### src/rtl/sdrx_pkg.sv
package sdrx_pkg;

  typedef enum logic [1:0] {
    FMT_CLK_RISE = 2'd0,
    FMT_CLK_FALL = 2'd1,
    FMT_MAN_R0   = 2'd2,
    FMT_MAN_R1   = 2'd3
  } sd_fmt_e;

  typedef enum logic [1:0] {
    SRC_EXT    = 2'd0,
    SRC_INT    = 2'd1,
    SRC_HALF_F = 2'd2,
    SRC_HALF_R = 2'd3
  } sd_src_e;

  localparam logic [1:0] SAMPLE_POS  = 2'b01;
  localparam logic [1:0] SAMPLE_NEG  = 2'b11;
  localparam logic [1:0] SAMPLE_NONE = 2'b00;

endpackage

### src/rtl/sdrx_sync.sv
module sdrx_sync #(
  parameter int W      = 1,
  parameter int STAGES = 2
) (
  input  logic         clk,
  input  logic         rst_n,
  input  logic [W-1:0] d,
  output logic [W-1:0] q
);

  logic [W-1:0] pipe [STAGES];

  always_ff @(posedge clk or negedge rst_n) begin
    if (!rst_n) pipe[0] <= '0;
    else        pipe[0] <= d;
  end

  for (genvar g = 1; g < STAGES; g++) begin : g_stage
    always_ff @(posedge clk or negedge rst_n) begin
      if (!rst_n) pipe[g] <= '0;
      else        pipe[g] <= pipe[g-1];
    end
  end

  assign q = pipe[STAGES-1];

endmodule

### src/rtl/sdrx_clkgen.sv
module sdrx_clkgen #(
  parameter int HALF = 4
) (
  input  logic clk,
  input  logic rst_n,
  input  logic en,
  output logic sclk,
  output logic half_f,
  output logic half_r
);

  localparam int CW = (HALF > 1) ? $clog2(HALF) : 1;
  localparam logic [CW-1:0] LAST = CW'(HALF - 1);

  logic [CW-1:0] cnt;

  always_ff @(posedge clk or negedge rst_n) begin
    if (!rst_n) begin
      cnt    <= '0;
      sclk   <= 1'b0;
      half_f <= 1'b0;
      half_r <= 1'b0;
    end else if (!en) begin
      cnt    <= '0;
      sclk   <= 1'b0;
      half_f <= 1'b0;
      half_r <= 1'b0;
    end else if (cnt == LAST) begin
      cnt  <= '0;
      sclk <= ~sclk;
      if (sclk) half_f <= ~half_f;   // sclk about to fall
      else      half_r <= ~half_r;   // sclk about to rise
    end else begin
      cnt <= cnt + 1'b1;
    end
  end

endmodule

### src/rtl/sdrx_manch.sv
module sdrx_manch #(
  parameter int CNT_W = 10
) (
  input  logic             clk,
  input  logic             rst_n,
  input  logic             en,
  input  logic             inv,
  input  logic [CNT_W-1:0] half_bit,
  input  logic             lvl,
  output logic             bit_evt,
  output logic             bit_val,
  output logic             err
);

  localparam int CW = CNT_W + 3;

  logic          lvl_q;
  logic          locked;
  logic [CW-1:0] cnt;
  logic [CW-1:0] blank;
  logic [CW-1:0] tmo;
  logic          line_edge;

  // Transitions closer than 3/4 bit to the last mid-bit are boundary ones.
  assign blank     = CW'(half_bit) + CW'(half_bit >> 1);
  assign tmo       = CW'(half_bit) << 2;
  assign line_edge = lvl ^ lvl_q;
  assign bit_evt   = en && line_edge && (!locked || cnt >= blank);
  assign bit_val   = inv ? lvl : ~lvl;

  always_ff @(posedge clk or negedge rst_n) begin
    if (!rst_n) lvl_q <= 1'b0;
    else        lvl_q <= lvl;
  end

  always_ff @(posedge clk or negedge rst_n) begin
    if (!rst_n) begin
      cnt    <= '0;
      locked <= 1'b0;
      err    <= 1'b0;
    end else if (!en) begin
      cnt    <= '0;
      locked <= 1'b0;
      err    <= 1'b0;
    end else if (bit_evt) begin
      cnt    <= '0;
      locked <= 1'b1;
      err    <= 1'b0;
    end else begin
      if (cnt != '1) cnt <= cnt + 1'b1;
      if (cnt == tmo) begin
        err    <= 1'b1;
        locked <= 1'b0;
      end
    end
  end

endmodule

### src/rtl/sd_bitstream_rx.sv
module sd_bitstream_rx
  import sdrx_pkg::*;
#(
  parameter int SCLK_HALF   = 4,
  parameter int CNT_W       = 10,
  parameter int SYNC_STAGES = 2
) (
  input  logic             clk,
  input  logic             rst_n,
  input  logic             cfg_enable,
  input  logic [1:0]       cfg_format,
  input  logic [1:0]       cfg_clk_src,
  input  logic             cfg_alt_sel,
  input  logic [CNT_W-1:0] cfg_half_bit,
  input  logic             sclk_in,
  input  logic             sdat_own,
  input  logic             sdat_alt,
  output logic             sclk_out,
  output logic             out_valid,
  input  logic             out_ready,
  output logic [1:0]       out_sample,
  output logic             out_overrun,
  output logic             dec_err
);

  sd_fmt_e fmt;
  sd_src_e src;
  assign fmt = sd_fmt_e'(cfg_format);
  assign src = sd_src_e'(cfg_clk_src);

  // internal clock and its divided forms
  logic half_f, half_r;
  sdrx_clkgen #(.HALF(SCLK_HALF)) u_clkgen (
    .clk    (clk),
    .rst_n  (rst_n),
    .en     (cfg_enable),
    .sclk   (sclk_out),
    .half_f (half_f),
    .half_r (half_r)
  );

  // source selection ahead of the synchroniser, so clock and data align
  logic clk_raw, dat_raw;
  always_comb begin
    unique case (src)
      SRC_EXT:    clk_raw = sclk_in;
      SRC_INT:    clk_raw = sclk_out;
      SRC_HALF_F: clk_raw = half_f;
      default:    clk_raw = half_r;
    endcase
  end
  assign dat_raw = cfg_alt_sel ? sdat_alt : sdat_own;

  logic ck_s, dt_s, ck_q;
  sdrx_sync #(.W(2), .STAGES(SYNC_STAGES)) u_sync (
    .clk   (clk),
    .rst_n (rst_n),
    .d     ({clk_raw, dat_raw}),
    .q     ({ck_s, dt_s})
  );

  always_ff @(posedge clk or negedge rst_n) begin
    if (!rst_n) ck_q <= 1'b0;
    else        ck_q <= ck_s;
  end

  // clocked capture
  logic ck_rise, ck_fall, cap_evt;
  assign ck_rise = ck_s & ~ck_q;
  assign ck_fall = ~ck_s & ck_q;
  assign cap_evt = cfg_enable && !fmt[1] && ((fmt == FMT_CLK_FALL) ? ck_fall : ck_rise);

  // self-clocked decode
  logic man_evt, man_bit;
  sdrx_manch #(.CNT_W(CNT_W)) u_manch (
    .clk      (clk),
    .rst_n    (rst_n),
    .en       (cfg_enable && fmt[1]),
    .inv      (fmt == FMT_MAN_R1),
    .half_bit (cfg_half_bit),
    .lvl      (dt_s),
    .bit_evt  (man_evt),
    .bit_val  (man_bit),
    .err      (dec_err)
  );

  logic new_evt, new_bit;
  assign new_evt = fmt[1] ? man_evt : cap_evt;
  assign new_bit = fmt[1] ? man_bit : dt_s;

  // single holding register towards the filter
  logic held_bit;
  always_ff @(posedge clk or negedge rst_n) begin
    if (!rst_n) begin
      out_valid   <= 1'b0;
      held_bit    <= 1'b0;
      out_overrun <= 1'b0;
    end else if (!cfg_enable) begin
      out_valid   <= 1'b0;
      out_overrun <= 1'b0;
    end else begin
      out_overrun <= new_evt && out_valid && !out_ready;
      if (new_evt) begin
        out_valid <= 1'b1;
        held_bit  <= new_bit;
      end else if (out_ready) begin
        out_valid <= 1'b0;
      end
    end
  end

  assign out_sample = !out_valid ? SAMPLE_NONE : (held_bit ? SAMPLE_POS : SAMPLE_NEG);

endmodule

### config.mk
export PLATFORM = sky130hd
export DESIGN_NAME = sd_bitstream_rx
export DESIGN_NICKNAME = d
export VERILOG_FILES = /design/src/rtl/sdrx_pkg.sv /design/src/rtl/sdrx_sync.sv /design/src/rtl/sdrx_clkgen.sv /design/src/rtl/sdrx_manch.sv /design/src/rtl/sd_bitstream_rx.sv
export SDC_FILE = /design/constraint.sdc
export NUM_CORES = 1
export LEC_CHECK = 0
export ABC_CLOCK_PERIOD_IN_PS = 4900
export CAP_MARGIN = 0
export CELL_PAD_IN_SITES_DETAIL_PLACEMENT = 1
export CELL_PAD_IN_SITES_GLOBAL_PLACEMENT = 2
export CORE_ASPECT_RATIO = 0.6
export CORE_MARGIN = 2
export CORE_UTILIZATION = 39
export CTS_BUF_LIST = sky130_fd_sc_hd__clkbuf_4
export DETAILED_ROUTE_END_ITERATION = 10
export GPL_ROUTABILITY_DRIVEN = 0
export PLACE_DENSITY = 0.95
export REMOVE_ABC_BUFFERS = 1
export SETUP_SLACK_MARGIN = 0.02
export SLEW_MARGIN = 40
export SYNTH_ARGS = -nofsm -noshare
export SYNTH_HDL_FRONTEND = slang
export SYNTH_SLANG_ARGS = --single-unit
### constraint.sdc
create_clock -name clk -period 4.9 [get_ports clk]
set_clock_uncertainty 0.05 [all_clocks]
set_input_delay 0.98 -clock clk [delete_from_list [all_inputs] [get_ports clk]]
set_output_delay 0.98 -clock clk [all_outputs]
set_load 0.02 [all_outputs]
Yosys cells after proc, flatten, opt, wreduce, memory -nomap -nowiden
Index checks and enable logic that the tools add are counted.
{"block": "totals", "output_inout_bits": 6, "word_cells": 86, "register_bits": 29, "inputBits": 22}
{"block": "op_classes", "n_bitwise": 9, "n_lt_le_gt_ge": 1, "n_eq_ne": 13, "addsub": 3, "n_reduce_logical": 15, "muxes": 31}
{"operator": "$mux 13", "n": 3}
{"operator": "$mux 1", "n": 23}
{"operator": "$add 13x1->13 const B", "n": 1}
{"operator": "$eq 13x12->1", "n": 1}
{"operator": "$ge 13x13->1", "n": 1}
{"operator": "$ne 13x13->1 const B", "n": 1}
{"operator": "$add 10x9->11", "n": 1}
{"operator": "$mux 2", "n": 4}
{"operator": "$logic_and 1x1->1", "n": 7}
{"operator": "$eq 2x2->1 const B", "n": 3}
{"operator": "$ne 3x3->1 const B", "n": 2}
{"operator": "$not 1->1", "n": 6}
{"operator": "$reduce_and 2->1", "n": 3}
{"operator": "$eq 2x1->1 const B", "n": 2}
{"operator": "$ne 2x1->1 const B", "n": 2}
{"operator": "$logic_not 1->1", "n": 3}
{"operator": "$ne 3x1->1 const B", "n": 1}
{"operator": "$pmux 1 s3", "n": 1}
{"operator": "$add 2x1->2 const B", "n": 1}
{"operator": "$and 1x1->1", "n": 2}
{"operator": "$logic_not 2->1", "n": 1}
{"operator": "$ne 2x2->1 const B", "n": 1}
{"operator": "$logic_or 1x1->1", "n": 1}
{"operator": "$xor 1x1->1", "n": 1}

Longest topological paths before layout
Gate-level depths: netlist of the first run.
{"block": "depth", "ltp_word": 8, "ltp_mapped": 15, "depth_no_buf": 14}

Hierarchy
A second synthesis of the first run with hierarchy kept.
{"block": "unflattened", "hier_cells": 236, "area_unflattened_um2": 2258.4}
{"module": "sdrx_manch", "area_each_um2": 1666.6, "n_inst": 1, "cells_each": 193, "seq_area_each_um2": 400.4}
{"module": "sd_bitstream_rx", "area_each_um2": 261.5, "n_inst": 1, "cells_each": 19, "seq_area_each_um2": 100.1}
{"module": "sdrx_clkgen", "area_each_um2": 215.2, "n_inst": 1, "cells_each": 18, "seq_area_each_um2": 125.1}
{"module": "sdrx_sync", "area_each_um2": 115.1, "n_inst": 1, "cells_each": 6, "seq_area_each_um2": 100.1}

Worst setup path after synthesis of the first run
OpenSTA, ideal clock, no wires.
{"block": "synth_timing", "path_kind": "input port to flip-flop", "startpoint": "in cfg_half_bit[0]", "endpoint": "reg u_manch.cnt[5]", "setup_slack_ns": 1.342, "path_buffers": 1, "stages": 15, "t_arrival_ns": 3.436, "required_time_ns": 4.779, "setup_ns": 0.071, "cell_sequence": "ha_1 > inv_1 > fa_1 > nor2b_1 > o31a_1 > o211ai_1 > nand3b_1 > a21oi_1 > ha_1 > nor4b_2 > nand2_1 > a211oi_4 > a41oi_4 > buf_6 > nor2_1"}
{"block": "synth_between", "elab_chain_len": 6, "elab_cells_between_ends": 7, "cone_classes": "1 x add/sub; 1 x order compare; 1 x eq/ne; 2 x mux; 2 x reduce/logical"}
{"element": "start: declaration", "line_no": "sd_bitstream_rx.sv:14", "source": "input logic [CNT_W-1:0] cfg_half_bit,"}
{"element": "$add 10x9->11 *", "line_no": "sdrx_manch.sv:25", "source": "assign blank = CW'(half_bit) + CW'(half_bit >> 1);"}
{"element": "$ge 13x13->1 *", "line_no": "sdrx_manch.sv:28", "source": "assign bit_evt = en && line_edge && (!locked || cnt >= blank);"}
{"element": "$logic_or 1x1->1 *", "line_no": "sdrx_manch.sv:28"}
{"element": "$logic_and 1x1->1 *", "line_no": "sdrx_manch.sv:28"}
{"element": "$mux 13", "line_no": "sdrx_manch.sv:45", "source": "end else if (bit_evt) begin"}
{"element": "$mux 13", "line_no": "sdrx_manch.sv:41", "source": "end else if (!en) begin"}
{"element": "end signal: assignment", "line_no": "sdrx_manch.sv:50", "source": "if (cnt != '1) cnt <= cnt + 1'b1;"}
{"element": "end: declaration", "line_no": "sdrx_manch.sv:19", "source": "logic [CW-1:0] cnt;"}
Mark *: on every way between the ends. The rest lies on a longest branch, timed or not.
A chain may end at the register's enable or synchronous reset.

Worst setup path after layout of the first run
{"block": "layout_timing", "startpoint": "in cfg_half_bit[1]", "endpoint": "reg u_manch.cnt[10]"}
The elaborated chain is that of the path after synthesis.

==> results of run 1 <==
[cells by family after synthesis]
group / Yosys count / share of synthesized area [%]
multiplexers: 3 / 2.058
flip-flops: 29 / 34.10
XOR/XNOR: 28 / 11.52
AO/OA/AOI/OAI: 42 / 13.76
buffers and inverters: 13 / 2.939
adder cells (fa/ha/maj): 25 / 15.05
AND/OR/NAND/NOR: 78 / 20.58
[synthesized netlist by cell type (3+ instances only)]
cell / number
dfrtp_1: 29
ha_1: 24
xnor2_1: 19
nor2_1: 15
a21oi_1: 11
nand3_1: 10
o21ai_0: 10
inv_1: 9
nand2_1: 9
xor2_1: 9
nor2_2: 6
a31oi_1: 5
nand2b_1: 5
nand4_1: 5
nor2b_1: 5
nor3_1: 5
a21o_1: 3
and2_1: 3
nand3b_1: 3
nor3b_1: 3
[flip-flops by register name, summed over array words and instances, names as in the netlist]
| signal | flops |
|---|---|
| u_manch.err | 1 |
| ck_q | 1 |
| u_clkgen.half_r | 1 |
| u_sync.pipe | 2 |
| u_manch.lvl_q | 1 |
| held_bit | 1 |
| u_clkgen.half_f | 1 |
| u_sync.q | 2 |
| u_clkgen.cnt | 2 |
| u_clkgen.sclk | 1 |
| out_valid | 1 |
| u_manch.locked | 1 |
| u_manch.cnt | 13 |
| out_overrun | 1 |
[layout make-up]
cell class | instances | area share, %
Clock inverter | 3 | 1.626
Sequential cell | 29 | 28.59
Inverter | 9 | 1.331
Multi-Input combinational cell | 176 | 52.78
Tap cell | 66 | 3.253
Clock buffer | 5 | 1.479
Timing Repair Buffer | 28 | 10.94
[worst max-delay path, cell delays in order]
cell and delay [ps]:
clkdlybuf4s50_1 540, ha_1 220, inv_1 60, fa_1 400, nor2b_1 160, o31a_1 180, o211ai_1 90, nand3b_1 140
a21oi_1 100, ha_1 200, nor4b_2 340, nand2_1 150, a211oi_4 320, a41oi_4 320, nor3_1 260
[layout by cell type (no fill, tap or decap), drive strengths merged, types with 2 or more instances in the layout]
cell type       n
and2            3
and3            3
nor3            6
a21oi          11
dfrtp          29
nor2           21
xor2            9
a211oi          3
nand4           5
o211ai          2
o21ai          10
nand2b          5
nand3          10
clkbuf          5
inv             9
nand2          10
a21o            3
clkdlybuf4s50  27
nor3b           3
o21a            2
nor2b           5
nand3b          3
a31oi           5
ha             24
xnor2          19
o21bai          2
[metrics by stage]
step | hold slack, ps | setup slack (ps) | utilization [%] | instances
after detailed placement | 306.2 | 277.9 | 47.72 | 308
final | 302.4 | 644.7 | 49.25 | 316
after floorplan | 281.2 | 1271 | - | 214
after global placement | 281.6 | 425.5 | 47.72 | 308
after CTS | 308.9 | 631.5 | 49.25 | 316
after global routing | 299.7 | 339.9 | 49.25 | 316
[routing by layer]
| metal | wire length (µm) | share of wire, % |
|---|---|---|
| met5 | 0 | 0 |
| met4 | 48 | 0.91 |
| met3 | 148 | 2.8 |
| met2 | 2227 | 42 |
| met1 | 2877 | 54 |
[final timing paths]
path / startpoint / endpoint / cells past startpoint
max: cfg_half_bit[1] / u_manch.cnt[10]$_DFFE_PN0P_ / 15
max in group asynchronous: rst_n / u_manch.cnt[1]$_DFFE_PN0P_ / 2
min: u_sync.pipe[3]$_DFF_PN0_ / u_sync.q[1]$_DFF_PN0_ / 0
min in group asynchronous: rst_n / out_overrun$_DFF_PN0_ / 2
max reg2reg: u_manch.cnt[10]$_DFFE_PN0P_ / u_manch.cnt[10]$_DFFE_PN0P_ / 6
min reg2reg: u_sync.pipe[3]$_DFF_PN0_ / u_sync.q[1]$_DFF_PN0_ / 0
[power by group through the flow]
stage / logic (mW) / registers (mW) / clock network [mW]
2_1_floorplan: 0.0905 / 0.267 / 0
5_1_grt: 0.174 / 0.263 / 0.218
6_report: 0.153 / 0.261 / 0.201
3_5_place_dp: 0.154 / 0.266 / 0
4_1_cts: 0.155 / 0.262 / 0.205
3_3_place_gp: 0.148 / 0.265 / 0
==> results_dict.tcl, run 1 <==
set metrics [dict create \
    status "finished clean" \
    via_count 1704 \
    crit_path_max_fanout 14 \
    final_hold_viol_count 0 \
    fmax_mhz 235.0 \
    cellPowerDensity_nw_per_um2 242.4 \
    fin_nets 296 \
    dr.pass1.iters 4 \
    core.rowCount 20 \
    endpoint_kind "flip-flop" \
    ant_nets 0 \
    setup_tns_ps 0 \
    core_area_um2 5155 \
    grt.busiest_layer "met2" \
    avgRoutedWirePerCell_um 16.78 \
    slew_viol_final 0 \
    required_ps 5110 \
    clock_latency_ps 350 \
    cts_resized 0 \
    num_antenna_cells 0 \
    drc_errors 0 \
    area_delta_synth_final_pct 19.28 \
    ir_drop_uv 147.0 \
    switchingPower_mw 0.1849 \
    switching_share_pct 30.05 \
    gr-usage-met1_pct 28.40 \
    combinationalPowerShare_pct 24.9 \
    grt_pass1_wl_um 8673 \
    synth_cells 218 \
    internal_power_mw 0.4305 \
    rsz0062_at_grt "no" \
    total_power_mw 0.6154 \
    post-dp-hpwl_um 4221 \
    setup_viol 0 \
    synth_top_area_share_pct 34.10 \
    grt_usage_pct 18.93 \
    synth_enable_flop_cells 0 \
    p_seq_share_pct 42.5 \
    first_iter_violations 37 \
    tightest_slew_ps 563.3 \
    syn_area_per_cell_um2 9.763 \
    initial_core_util_pct 41.29 \
    async_flop_share_pct 100.0 \
    grt_use_met3_pct 4.086 \
    yosys_register_bits 29 \
    cts_setup_buffers 0 \
    yosys-top-cells-area "dfrtp_1, ha_1, xnor2_1" \
    routed_wl_um 5302 \
    io_pins 28 \
    fillers 603 \
    r2r_slack_ps 2620 \
    port-buffer-count 27 \
    cts_root_buffer "clkbuf_4" \
    p_leak_nw 1.050 \
    die_h_um 61.22 \
    grt_pass1_vias 1683 \
    overflow 0 \
    worstSetupStartpointType "input pin" \
    final-seq-area_um2 725.7 \
    multi_input_area_um2 1340 \
    grt_max_degree 30 \
    postLayoutCellArea_um2 2539 \
    path_class "input pin to flip-flop" \
    clkSinkCount 29 \
    clk_path_buf_depth 2 \
    period_share_pct 86.84 \
    seq_area_frac_synth_pct 34.10 \
    drive_gt1_share_pct 9.600 \
    die_x_um 99.37 \
    cts_tree "done" \
    synth_top_area_cell "dfrtp_1" \
    relSlewSlack_pct 62.32 \
    hold_buffers 0 \
    synthFlopType "dfrtp_1" \
    cp_data_arrival_time_ps 4460 \
    mappedNetlistArea_um2 2128 \
    via_per_inst 5.392 \
    die-area_um2 6083 \
    ys_warn_count 0 \
    grtUsageMet2_pct 28.86 \
    max-cap-violations 0 \
    placed_area_um2 2460 \
    cts_buffers 5 \
    clkPwrFrac_pct 32.6 \
    synth_cell_types 44 \
    cts_max_level 2 \
    antenna_found_initial 0 \
    hp-class "flip-flop to flip-flop" \
    clkTransAtPathRegs_ps 110 \
    finalCriticalPeriod_ps 4255 \
]
No activity file was read; power rests on OpenSTA's default activity.
==> run 2: changes to the inputs <==
- CTS_CLUSTER_SIZE: default -> 12
==> results of run 2 <==
No change in the layout: final DEF, timing and power equal those of run 1.
==> run 3: changes to the inputs <==
- CAP_MARGIN: 0 -> default
==> results of run 3 <==
No change in the layout: final DEF, timing and power equal those of run 1.
